## src/rtl/mdm_pkg.sv

```systemverilog
package mdm_pkg;
    localparam int REG_W       = 8;
    localparam int LINES       = 4;
    localparam int SYNC_STAGES = 2;

    // control register bit positions
    localparam int B_DTR  = 0;
    localparam int B_RTS  = 1;
    localparam int B_FRDY = 2;
    localparam int B_IRQ  = 3;
    localparam int B_LOOP = 4;
    localparam int B_XON  = 5;
    localparam int B_XREG = 6;
    localparam int B_DIV  = 7;
    localparam int GATED_LSB = 5;

    // modem line index inside the level / flag nibbles
    localparam int L_CTS = 0;
    localparam int L_DSR = 1;
    localparam int L_RI  = 2;
    localparam int L_CD  = 3;
    localparam int LVL_LSB = LINES;

    typedef enum logic [1:0] {
        MD_BOOT   = 2'd0,
        MD_NORMAL = 2'd1,
        MD_LOOP   = 2'd2
    } mode_e;

    // crossed mapping of control bits onto line levels in loopback
    function automatic logic [LINES-1:0] loop_src(input logic [REG_W-1:0] c);
        logic [LINES-1:0] s;
        s[L_CTS] = c[B_RTS];
        s[L_DSR] = c[B_DTR];
        s[L_RI]  = c[B_FRDY];
        s[L_CD]  = c[B_IRQ];
        return s;
    endfunction

    // write merge: low bits always, gated bits only with the enhanced enable
    function automatic logic [REG_W-1:0] merge_wr(input logic [REG_W-1:0] cur,
                                                  input logic [REG_W-1:0] wd,
                                                  input logic             enh);
        logic [REG_W-1:0] r;
        for (int b = 0; b < REG_W; b++) begin
            r[b] = (b < GATED_LSB || enh) ? wd[b] : cur[b];
        end
        return r;
    endfunction
endpackage

```

## src/rtl/mdm_sync.sv

```systemverilog
module mdm_sync #(
    parameter int             W       = 4,
    parameter int             STAGES  = 2,
    parameter logic [W-1:0]   RST_VAL = '1
) (
    input  logic         clk,
    input  logic         rst_n,
    input  logic [W-1:0] d,
    output logic [W-1:0] q
);
    logic [STAGES-1:0][W-1:0] stg_q;

    always_ff @(posedge clk or negedge rst_n) begin
        if (!rst_n) begin
            for (int i = 0; i < STAGES; i++) stg_q[i] <= RST_VAL;
        end else begin
            stg_q[0] <= d;
            for (int i = 1; i < STAGES; i++) stg_q[i] <= stg_q[i-1];
        end
    end

    assign q = stg_q[STAGES-1];
endmodule

```

## src/rtl/mdm_ctl_fsm.sv

```systemverilog
module mdm_ctl_fsm
    import mdm_pkg::*;
(
    input  logic             clk,
    input  logic             rst_n,
    input  logic             clksel_pin,
    input  logic             wr_en,
    input  logic             enh_wr_en,
    input  logic [REG_W-1:0] wr_data,
    output logic [REG_W-1:0] ctl_q,
    output mode_e            mode_q
);
    mode_e            mode_d;
    logic [REG_W-1:0] ctl_d;

    // state register
    always_ff @(posedge clk or negedge rst_n) begin
        if (!rst_n) mode_q <= MD_BOOT;
        else        mode_q <= mode_d;
    end

    // control register
    always_ff @(posedge clk or negedge rst_n) begin
        if (!rst_n) ctl_q <= '0;
        else        ctl_q <= ctl_d;
    end

    // next state and next register contents
    always_comb begin
        mode_d = mode_q;
        ctl_d  = ctl_q;
        unique case (mode_q)
            MD_BOOT: begin
                ctl_d[B_DIV] = ~clksel_pin;
                mode_d       = MD_NORMAL;
            end
            MD_NORMAL: begin
                if (wr_en) begin
                    ctl_d = merge_wr(ctl_q, wr_data, enh_wr_en);
                    if (wr_data[B_LOOP]) mode_d = MD_LOOP;
                end
            end
            MD_LOOP: begin
                if (wr_en) begin
                    ctl_d = merge_wr(ctl_q, wr_data, enh_wr_en);
                    if (!wr_data[B_LOOP]) mode_d = MD_NORMAL;
                end
            end
            default: mode_d = MD_BOOT;
        endcase
    end
endmodule

```

## src/rtl/mdm_stat.sv

```systemverilog
module mdm_stat #(
    parameter int N         = 4,
    parameter int FALL_ONLY = 2
) (
    input  logic         clk,
    input  logic         rst_n,
    input  logic         rd_en,
    input  logic [N-1:0] lvl,
    output logic [N-1:0] flags_q
);
    logic [N-1:0] prev_q;
    logic [N-1:0] evt;

    always_ff @(posedge clk or negedge rst_n) begin
        if (!rst_n) prev_q <= '0;
        else        prev_q <= lvl;
    end

    for (genvar g = 0; g < N; g++) begin : g_evt
        if (g == FALL_ONLY) begin : g_fall
            assign evt[g] = prev_q[g] & ~lvl[g];
        end else begin : g_any
            assign evt[g] = prev_q[g] ^ lvl[g];
        end
    end

    // a new event outranks the clearing read
    always_ff @(posedge clk or negedge rst_n) begin
        if (!rst_n) flags_q <= '0;
        else        flags_q <= (flags_q & ~{N{rd_en}}) | evt;
    end
endmodule

```

## src/rtl/modem_hs_regs.sv

```systemverilog
module modem_hs_regs
    import mdm_pkg::*;
#(
    parameter int SYNC_N = SYNC_STAGES
) (
    input  logic             clk,
    input  logic             rst_n,
    input  logic             clksel_pin,
    input  logic             wr_en,
    input  logic [REG_W-1:0] wr_data,
    input  logic             enh_wr_en,
    input  logic             rd_en,
    output logic [REG_W-1:0] ctl_rdata,
    output logic [REG_W-1:0] stat_rdata,
    input  logic             cts_n,
    input  logic             dsr_n,
    input  logic             ri_n,
    input  logic             cd_n,
    input  logic             auto_rts_en,
    input  logic             flow_rts_n,
    output logic             dtr_n,
    output logic             rts_n,
    output logic             irq_oe,
    output logic             fifo_rdy_en,
    output logic             xon_any_en,
    output logic             ext_reg_en,
    output logic             clk_div4,
    input  logic             ser_tx,
    output logic             txd,
    input  logic             rxd,
    output logic             ser_rx
);
    logic [REG_W-1:0] ctl_q;
    mode_e            mode_q;
    logic [LINES-1:0] pins_n;
    logic [LINES-1:0] pins_sync_n;
    logic [LINES-1:0] lvl;
    logic [LINES-1:0] flags;

    mdm_ctl_fsm u_ctl (
        .clk        (clk),
        .rst_n      (rst_n),
        .clksel_pin (clksel_pin),
        .wr_en      (wr_en),
        .enh_wr_en  (enh_wr_en),
        .wr_data    (wr_data),
        .ctl_q      (ctl_q),
        .mode_q     (mode_q)
    );

    always_comb begin
        pins_n        = '1;
        pins_n[L_CTS] = cts_n;
        pins_n[L_DSR] = dsr_n;
        pins_n[L_RI]  = ri_n;
        pins_n[L_CD]  = cd_n;
    end

    mdm_sync #(
        .W       (LINES),
        .STAGES  (SYNC_N),
        .RST_VAL ({LINES{1'b1}})
    ) u_sync (
        .clk   (clk),
        .rst_n (rst_n),
        .d     (pins_n),
        .q     (pins_sync_n)
    );

    mdm_stat #(
        .N         (LINES),
        .FALL_ONLY (L_RI)
    ) u_stat (
        .clk     (clk),
        .rst_n   (rst_n),
        .rd_en   (rd_en),
        .lvl     (lvl),
        .flags_q (flags)
    );

    // outputs decoded from the state
    always_comb begin
        lvl    = ~pins_sync_n;
        dtr_n  = 1'b1;
        rts_n  = 1'b1;
        txd    = 1'b1;
        ser_rx = rxd;
        unique case (mode_q)
            MD_LOOP: begin
                lvl    = loop_src(ctl_q);
                ser_rx = ser_tx;
            end
            MD_BOOT, MD_NORMAL: begin
                dtr_n = ~ctl_q[B_DTR];
                rts_n = auto_rts_en ? flow_rts_n : ~ctl_q[B_RTS];
                txd   = ser_tx;
            end
            default: begin
                lvl = '0;
            end
        endcase
    end

    assign fifo_rdy_en = ctl_q[B_FRDY];
    assign irq_oe      = ctl_q[B_IRQ];
    assign xon_any_en  = ctl_q[B_XON];
    assign ext_reg_en  = ctl_q[B_XREG];
    assign clk_div4    = ctl_q[B_DIV];
    assign ctl_rdata   = ctl_q;
    assign stat_rdata  = {lvl, flags};
endmodule

```

## config.mk

```make
export PLATFORM = sky130hd
export DESIGN_NAME = modem_hs_regs
export DESIGN_NICKNAME = d
export VERILOG_FILES = /design/src/rtl/mdm_pkg.sv /design/src/rtl/mdm_sync.sv /design/src/rtl/mdm_ctl_fsm.sv /design/src/rtl/mdm_stat.sv /design/src/rtl/modem_hs_regs.sv
export SDC_FILE = /design/constraint.sdc
export NUM_CORES = 1
export LEC_CHECK = 0
export BUFFER_PORTS_ARGS = -buffer_cell sky130_fd_sc_hd__buf_2
export CAP_MARGIN = 40
export CORE_UTILIZATION = 25
export CTS_CLUSTER_SIZE = 24
export DETAILED_ROUTE_END_ITERATION = 10
export PLACE_DENSITY = 0.51
export SLEW_MARGIN = 25
export SYNTH_ARGS = -nofsm -noshare
export SYNTH_HDL_FRONTEND = slang
export SYNTH_SLANG_ARGS = --single-unit
```

## constraint.sdc

```tcl
create_clock -name clk -period 1.9 [get_ports clk]
set_clock_uncertainty 0.05 [all_clocks]
set_input_delay 0.095 -clock clk [delete_from_list [all_inputs] [get_ports clk]]
set_output_delay 0.095 -clock clk [all_outputs]
set_load 0.03 [all_outputs]
```

# ---- Yosys cells after proc, flatten, opt, wreduce, memory -nomap -nowiden
# Index checks and enable logic that the tools add are counted.
dict set report totals {
  elab_cells 52
  input_bits 22
  register_bits 26
}
dict set report classes {
  bitwise 12
  n_reduce_logical 8
  n_eq_ne 8
  muxes 16
}
# op n
set op_table {}
lappend op_table {{two-way mux 1 bit} 8}
lappend op_table {{two-way mux 2 bit} 4}
lappend op_table {{two-way mux 8 bit} 1}
lappend op_table {{inequality test 2 bit, second input constant} 4}
lappend op_table {{inverter 4 bit} 2}
lappend op_table {{one-hot mux 4 bit (2 select lines)} 1}
lappend op_table {{one-hot mux 2 bit (3 select lines)} 1}
lappend op_table {{AND reduction 3 bit} 2}
lappend op_table {{AND 4 bit} 1}
lappend op_table {{inequality test 2 x 1 -> 1 bit, second input constant} 2}
lappend op_table {{inverter 1 bit} 4}
lappend op_table {{OR 4 bit} 1}
lappend op_table {{AND reduction 4 bit} 1}
lappend op_table {{OR reduction 2 bit} 2}
lappend op_table {{XOR 1 bit} 3}
lappend op_table {{== test 2 x 1 -> 1 bit, second input constant} 1}
lappend op_table {{== test 2 bit, second input constant} 1}
lappend op_table {{logical NOT 2 bit} 1}
lappend op_table {{one-hot mux 1 bit (2 select lines)} 1}
lappend op_table {{AND reduction 2 bit} 1}
lappend op_table {{nonzero test 2 bit} 1}
lappend op_table {{AND 1 bit} 1}

# ---- Depth between registers and ports, before layout
dict set report logic_depth {
  word_depth 6
  ltp_mapped 5
  mapped_depth_nobuf 5
}

# ---- By module
# Synthesis repeated with hierarchy kept, for this count alone.
dict set report hier_totals {
  hier_cells 83
  hier_area_um2 1118.6
}
# module area_per_inst_um2 instances cells_per_inst seq_area_each_um2
set modules_own_cells {}
lappend modules_own_cells {mdm_ctl_fsm 485.5 1 36 250.2}
lappend modules_own_cells {mdm_stat 266.5 1 20 200.2}
lappend modules_own_cells {mdm_sync 240.2 1 12 210.2}
lappend modules_own_cells {modem_hs_regs 126.4 1 15 0.0}

# ---- Least setup slack after synthesis
# OpenSTA, ideal clock, no wires.
dict set report synth_timing {
  kind {register to register}
  from {register u_ctl.mode_q[0]}
  to {register u_stat.flags_q[2]}
  setup_ns 0.161
  stages_incl_launch_ff 6
  path_buffers 0
  path_slack_ns 0.129
  t_required_ns 1.689
  arrival_ns 1.559
  synth_period_minus_slack_ns 1.771
  path_cell_list {dfrtp_1 inv_1 ha_1 nand2_1 a21oi_1 o22ai_1}
}
dict set report synth_via {
  elab_chain_len 6
  elab_cells_between_ends 8
  classes_between {eq/ne: 2; mux: 1; bitwise: 3; reduce/logical: 2}
}
# item line_no
set synth_lines {}
lappend synth_lines {{start: declaration} mdm_ctl_fsm.sv:11} ;# output mode_e mode_q
lappend synth_lines {{start signal: assignment} mdm_ctl_fsm.sv:19} ;# else mode_q <= mode_d;
lappend synth_lines {{== test 2 x 1 -> 1 bit / logical NOT 2 bit (equally long branches)} modem_hs_regs.sv:88} ;# unique case (mode_q)
lappend synth_lines {{OR reduction 2 bit} modem_hs_regs.sv:88}
lappend synth_lines {{one-hot mux 4 bit (2 select lines) *} modem_hs_regs.sv:88}
lappend synth_lines {{named net stat_rdata[6]} modem_hs_regs.sv:14} ;# output logic [REG_W-1:0] stat_rdata,
lappend synth_lines {{inverter 1 bit *} mdm_stat.sv:21} ;# assign evt[g] = prev_q[g] & ~lvl[g];
lappend synth_lines {{AND 1 bit *} mdm_stat.sv:21}
lappend synth_lines {{OR 4 bit *} mdm_stat.sv:30} ;# else flags_q <= (flags_q & ~{N{rd_en}}) | evt;
lappend synth_lines {{end signal: assignment} mdm_stat.sv:30}
lappend synth_lines {{end: declaration} mdm_stat.sv:9} ;# output logic [N-1:0] flags_q
# Mark *: on every way through the listed nets, which the timed path passes. The rest lies on a longest branch.
# A chain may end at the register's enable or synchronous reset.

# ---- Final worst setup path
dict set report layout_timing {
  from {register u_ctl.mode_q[1]}
  to {output rts_n}
}
dict set report layout_via {
  elab_chain_len 3
  elab_cells_between_ends 4
  classes_between {eq/ne: 1; mux: 1; reduce/logical: 2}
}
# item line_no
set layout_lines {}
lappend layout_lines {{== test 2 x 1 -> 1 bit / logical NOT 2 bit (equally long branches)} modem_hs_regs.sv:88}
lappend layout_lines {{OR reduction 2 bit *} modem_hs_regs.sv:88}
lappend layout_lines {{two-way mux 1 bit *} modem_hs_regs.sv:88}
lappend layout_lines {{end: declaration} modem_hs_regs.sv:22} ;# output logic rts_n,
# Every way passes the cells marked *; elsewhere a longest branch is shown, timed or not.

==> impl_metrics.tcl <==
set metrics [dict create \
    status "finished, violations left" \
    violations "design-rule violations" \
    syn2layout_area_growth_pct 37.86 \
    mapped_nets 121 \
    clock_insertion_delay_at_the_later_pin_of_the_skew_report_ns 0.27 \
    synth_cells 93 \
    timing.fmax_mhz 557.4 \
    power_report.internal_total_mw 1.682 \
    power_frac_seq 0.296 \
    finalCriticalPeriod_ns 1.794 \
    clock_transition_at_the_register_clock_pins_on_the_worst_setup_and_hold_paths_after_cts_ns 0.09 \
    powerDensity_nw_per_um2 1879 \
    synth.distinct_cells 27 \
    cts_htree_levels 1 \
    buffers_and_inverters_on_the_worst_path 2 \
    timing.max_slew.rel_slack 0.6129 \
    finalInstanceArea_um2 1627 \
    worst_slew_pin_slew_ns 0.5807 \
    postRouteAntennaNets 0 \
    maxSlewViolCount 0 \
    drt_wl_total_um 2402 \
    max-vdd-ir-drop_mv 0.4783 \
    tot_gr_track_use 0.1046 \
    cp.required_ns 1.75 \
    power.net_switching_mw 1.375 \
    grt_setup_unrepaired "false" \
    p_clk_frac 0.149 \
    clock_sink_count 26 \
    clk_root_buffer_cell "sky130_fd_sc_hd__clkbuf_8" \
    dpl_cell_area_um2 1438 \
    tns_ns 0 \
    chipWidth_um 70.70 \
    cap_viol_max_count 0 \
    via_count_of_the_first_global_routing_pass 898 \
    critPathTopFamily "flip-flops" \
    globalRouteOverflowTotal 0 \
    final-setup-viol-count 0 \
    synth.cell_area_um2 1180 \
    endpoint_kind "primary output" \
    postLayoutSetupSlackWorst_ns 0.1059 \
    pre_cts_ws_ns 0.2057 \
    antenna_found_initial 0 \
    detailed_place_hpwl_um 1904 \
    crit_path_max_incr_delay_ns 0.46 \
    die_area_um2 4998 \
    gp_congestion 0.6641 \
    number_of_enable_flip_flop_cells_after_synthesis 0 \
    synth.area.top_cells "sky130_fd_sc_hd__dfrtp_1 (38%), sky130_fd_sc_hd__dfstp_2 (18%), sky130_fd_sc_hd__mux2_2 (7.6%)" \
    tritoncts "built" \
    hold_violations 0 \
    synth-main-ff-cell "sky130_fd_sc_hd__dfrtp_1" \
    clock_path_buffers 2 \
    port-buffer-count 46 \
    cp_cell_sequence "inv_2, ha_4, or2_2, o211ai_1, buf_2" \
    seq_area_frac_synth 0.5599 \
    leakage_nw 0.7800 \
    hold_ws_ns 0.007127 \
    drt_first_iter_violations 49 \
    synth.ff_latch_count 26 \
    post-synth-top-area-cell "sky130_fd_sc_hd__dfrtp_1" \
    route.vias.total 860 \
    slowest_stage "sky130_fd_sc_hd__dfrtp_1" \
    layout_worst_path_cycle_share 0.9442 \
    die-height_um 70.70 \
    drc 8 \
    post_drt_wl_per_cell_um 12.19 \
    finalNetCount 174 \
    timing.hold.worst.class "input pin to flip-flop" \
    power_switching_share 0.4497 \
    leading_cell_type_by_number_of_instances_after_synthesis "sky130_fd_sc_hd__dfrtp_1" \
    max_fo_critical_path 5 \
    ys_warn_count 0 \
    avgViaCountPerCell 4.365 \
    timing.critical_path.arrival_ns 1.65 \
    power.share.combinational 0.555 \
    largest_net_degree_at_the_start_of_global_routing 27 \
    criticalPathCategory "flip-flop to primary output" \
    floorplan.io_pins 47 \
    ys_top_cells_by_count "sky130_fd_sc_hd__dfrtp_1 (18), sky130_fd_sc_hd__dfstp_2 (8), sky130_fd_sc_hd__mux2_2 (8), sky130_fd_sc_hd__inv_1 (7)" \
    mapped_avg_cell_area_um2 12.69 \
    area_share_of_the_leading_cell_type_in_the_synthesized_netlist 0.3818 \
    synth-async-reset-ratio 1.000 \
    antenna-diode-count 0 \
    start_util 0.2655 \
    core_region_um2 4444 \
    total_setup_buffers_inserted_after_cts 0 \
    drive_gt1_frac 0.5379 \
    grt_pass1_wl_um 4126 \
    inserted_clock_buffers 3 \
    drtPass1Iterations 7 \
    worstSetupStartpointType "flip-flop" \
    rows 24 \
    design_power_total_mw 3.057 \
]
[kinds of logic after synthesis]
kind of cell | Yosys count | synth area share
buffers and inverters | 12 | 0.05409
adders and majority gates | 6 | 0.06363
DFF | 26 | 0.5599
and+or+nand+nor | 24 | 0.1156
AOI/OAI and AO/OA | 12 | 0.08696
muxes | 13 | 0.1198
[worst paths after layout]
path                       slack (ns)             from                 to  cells after the start
max reg2reg                      0.39  u_ctl.mode_q[0]     u_ctl.ctl_q[3]                      4
min reg2reg                      0.31  u_sync.stg_q[0]        u_sync.q[0]                      0
min                             0.007            rd_en  u_stat.flags_q[2]                      2
min in group asynchronous        0.30            rst_n     u_ctl.ctl_q[7]                      2
max                              0.11  u_ctl.mode_q[1]              rts_n                      5
max in group asynchronous        1.08            rst_n    u_ctl.mode_q[0]                      2
[layout by cell type (no fill, tap or decap), types with 4 or more instances in the layout]
cell | synthesis | final
sky130_fd_sc_hd__buf_2 | 0 | 45
sky130_fd_sc_hd__dfrtp_1 | 18 | 17
sky130_fd_sc_hd__dfstp_2 | 8 | 8
sky130_fd_sc_hd__dlygate4sd3_1 | 0 | 7
sky130_fd_sc_hd__inv_1 | 7 | 5
sky130_fd_sc_hd__mux2_2 | 8 | 8
sky130_fd_sc_hd__mux2i_1 | 4 | 4
sky130_fd_sc_hd__nand2_1 | 5 | 5
sky130_fd_sc_hd__nor2b_1 | 6 | 6
[stage by stage]
step	instances	utilization
floorplan	93	-
global placement	186	0.3235
detailed placement	186	0.3235
CTS	197	0.3567
global route	197	0.3660
finish	197	0.3660
[per-layer routing]
metal | vias to the layer above | GRT usage | share of wire
met5 | - | 0 | 0
met4 | 0 | 0.04667 | 0.015
met3 | 4 | 0.02422 | 0.067
met2 | 35 | 0.1774 | 0.49
met1 | 405 | 0.1268 | 0.43
li1 | 416 | - | -
[power by group through the flow]
stage	sequential, mW	combinational, mW	clock [mW]
after floorplan	1.15	0.989	0
after global placement	0.893	1.58	0
after detailed placement	0.908	1.61	0
after CTS	0.896	1.64	0.475
after global routing	0.940	1.83	0.495
final	0.906	1.70	0.455
[state kept, by name (all words and copies together) (netlist names)]
name / cells
u_stat.flags_q: 4
u_sync.stg_q: 4
u_sync.q: 4
u_ctl.ctl_q: 8
u_stat.prev_q: 4
u_ctl.mode_q: 2
[what timing repair did]
item	CTS	global route
setup endpoints to repair	3	6
hold endpoints to repair	24	0
gates cloned	0	0
hold buffers	7	0
gates resized for setup	2	10
[final cells by class]
cell class / instances / area (µm²)
inverters: 7 / 26.28
repair buffers: 53 / 302.8
fillers: 460 / 2818
well taps: 52 / 65.06
clock buffers: 3 / 41.29
multi-input cells: 55 / 499.2
flip-flops and latches: 26 / 661.9
clock inverters: 1 / 30.03
Power figures use the tool's default switching activity.
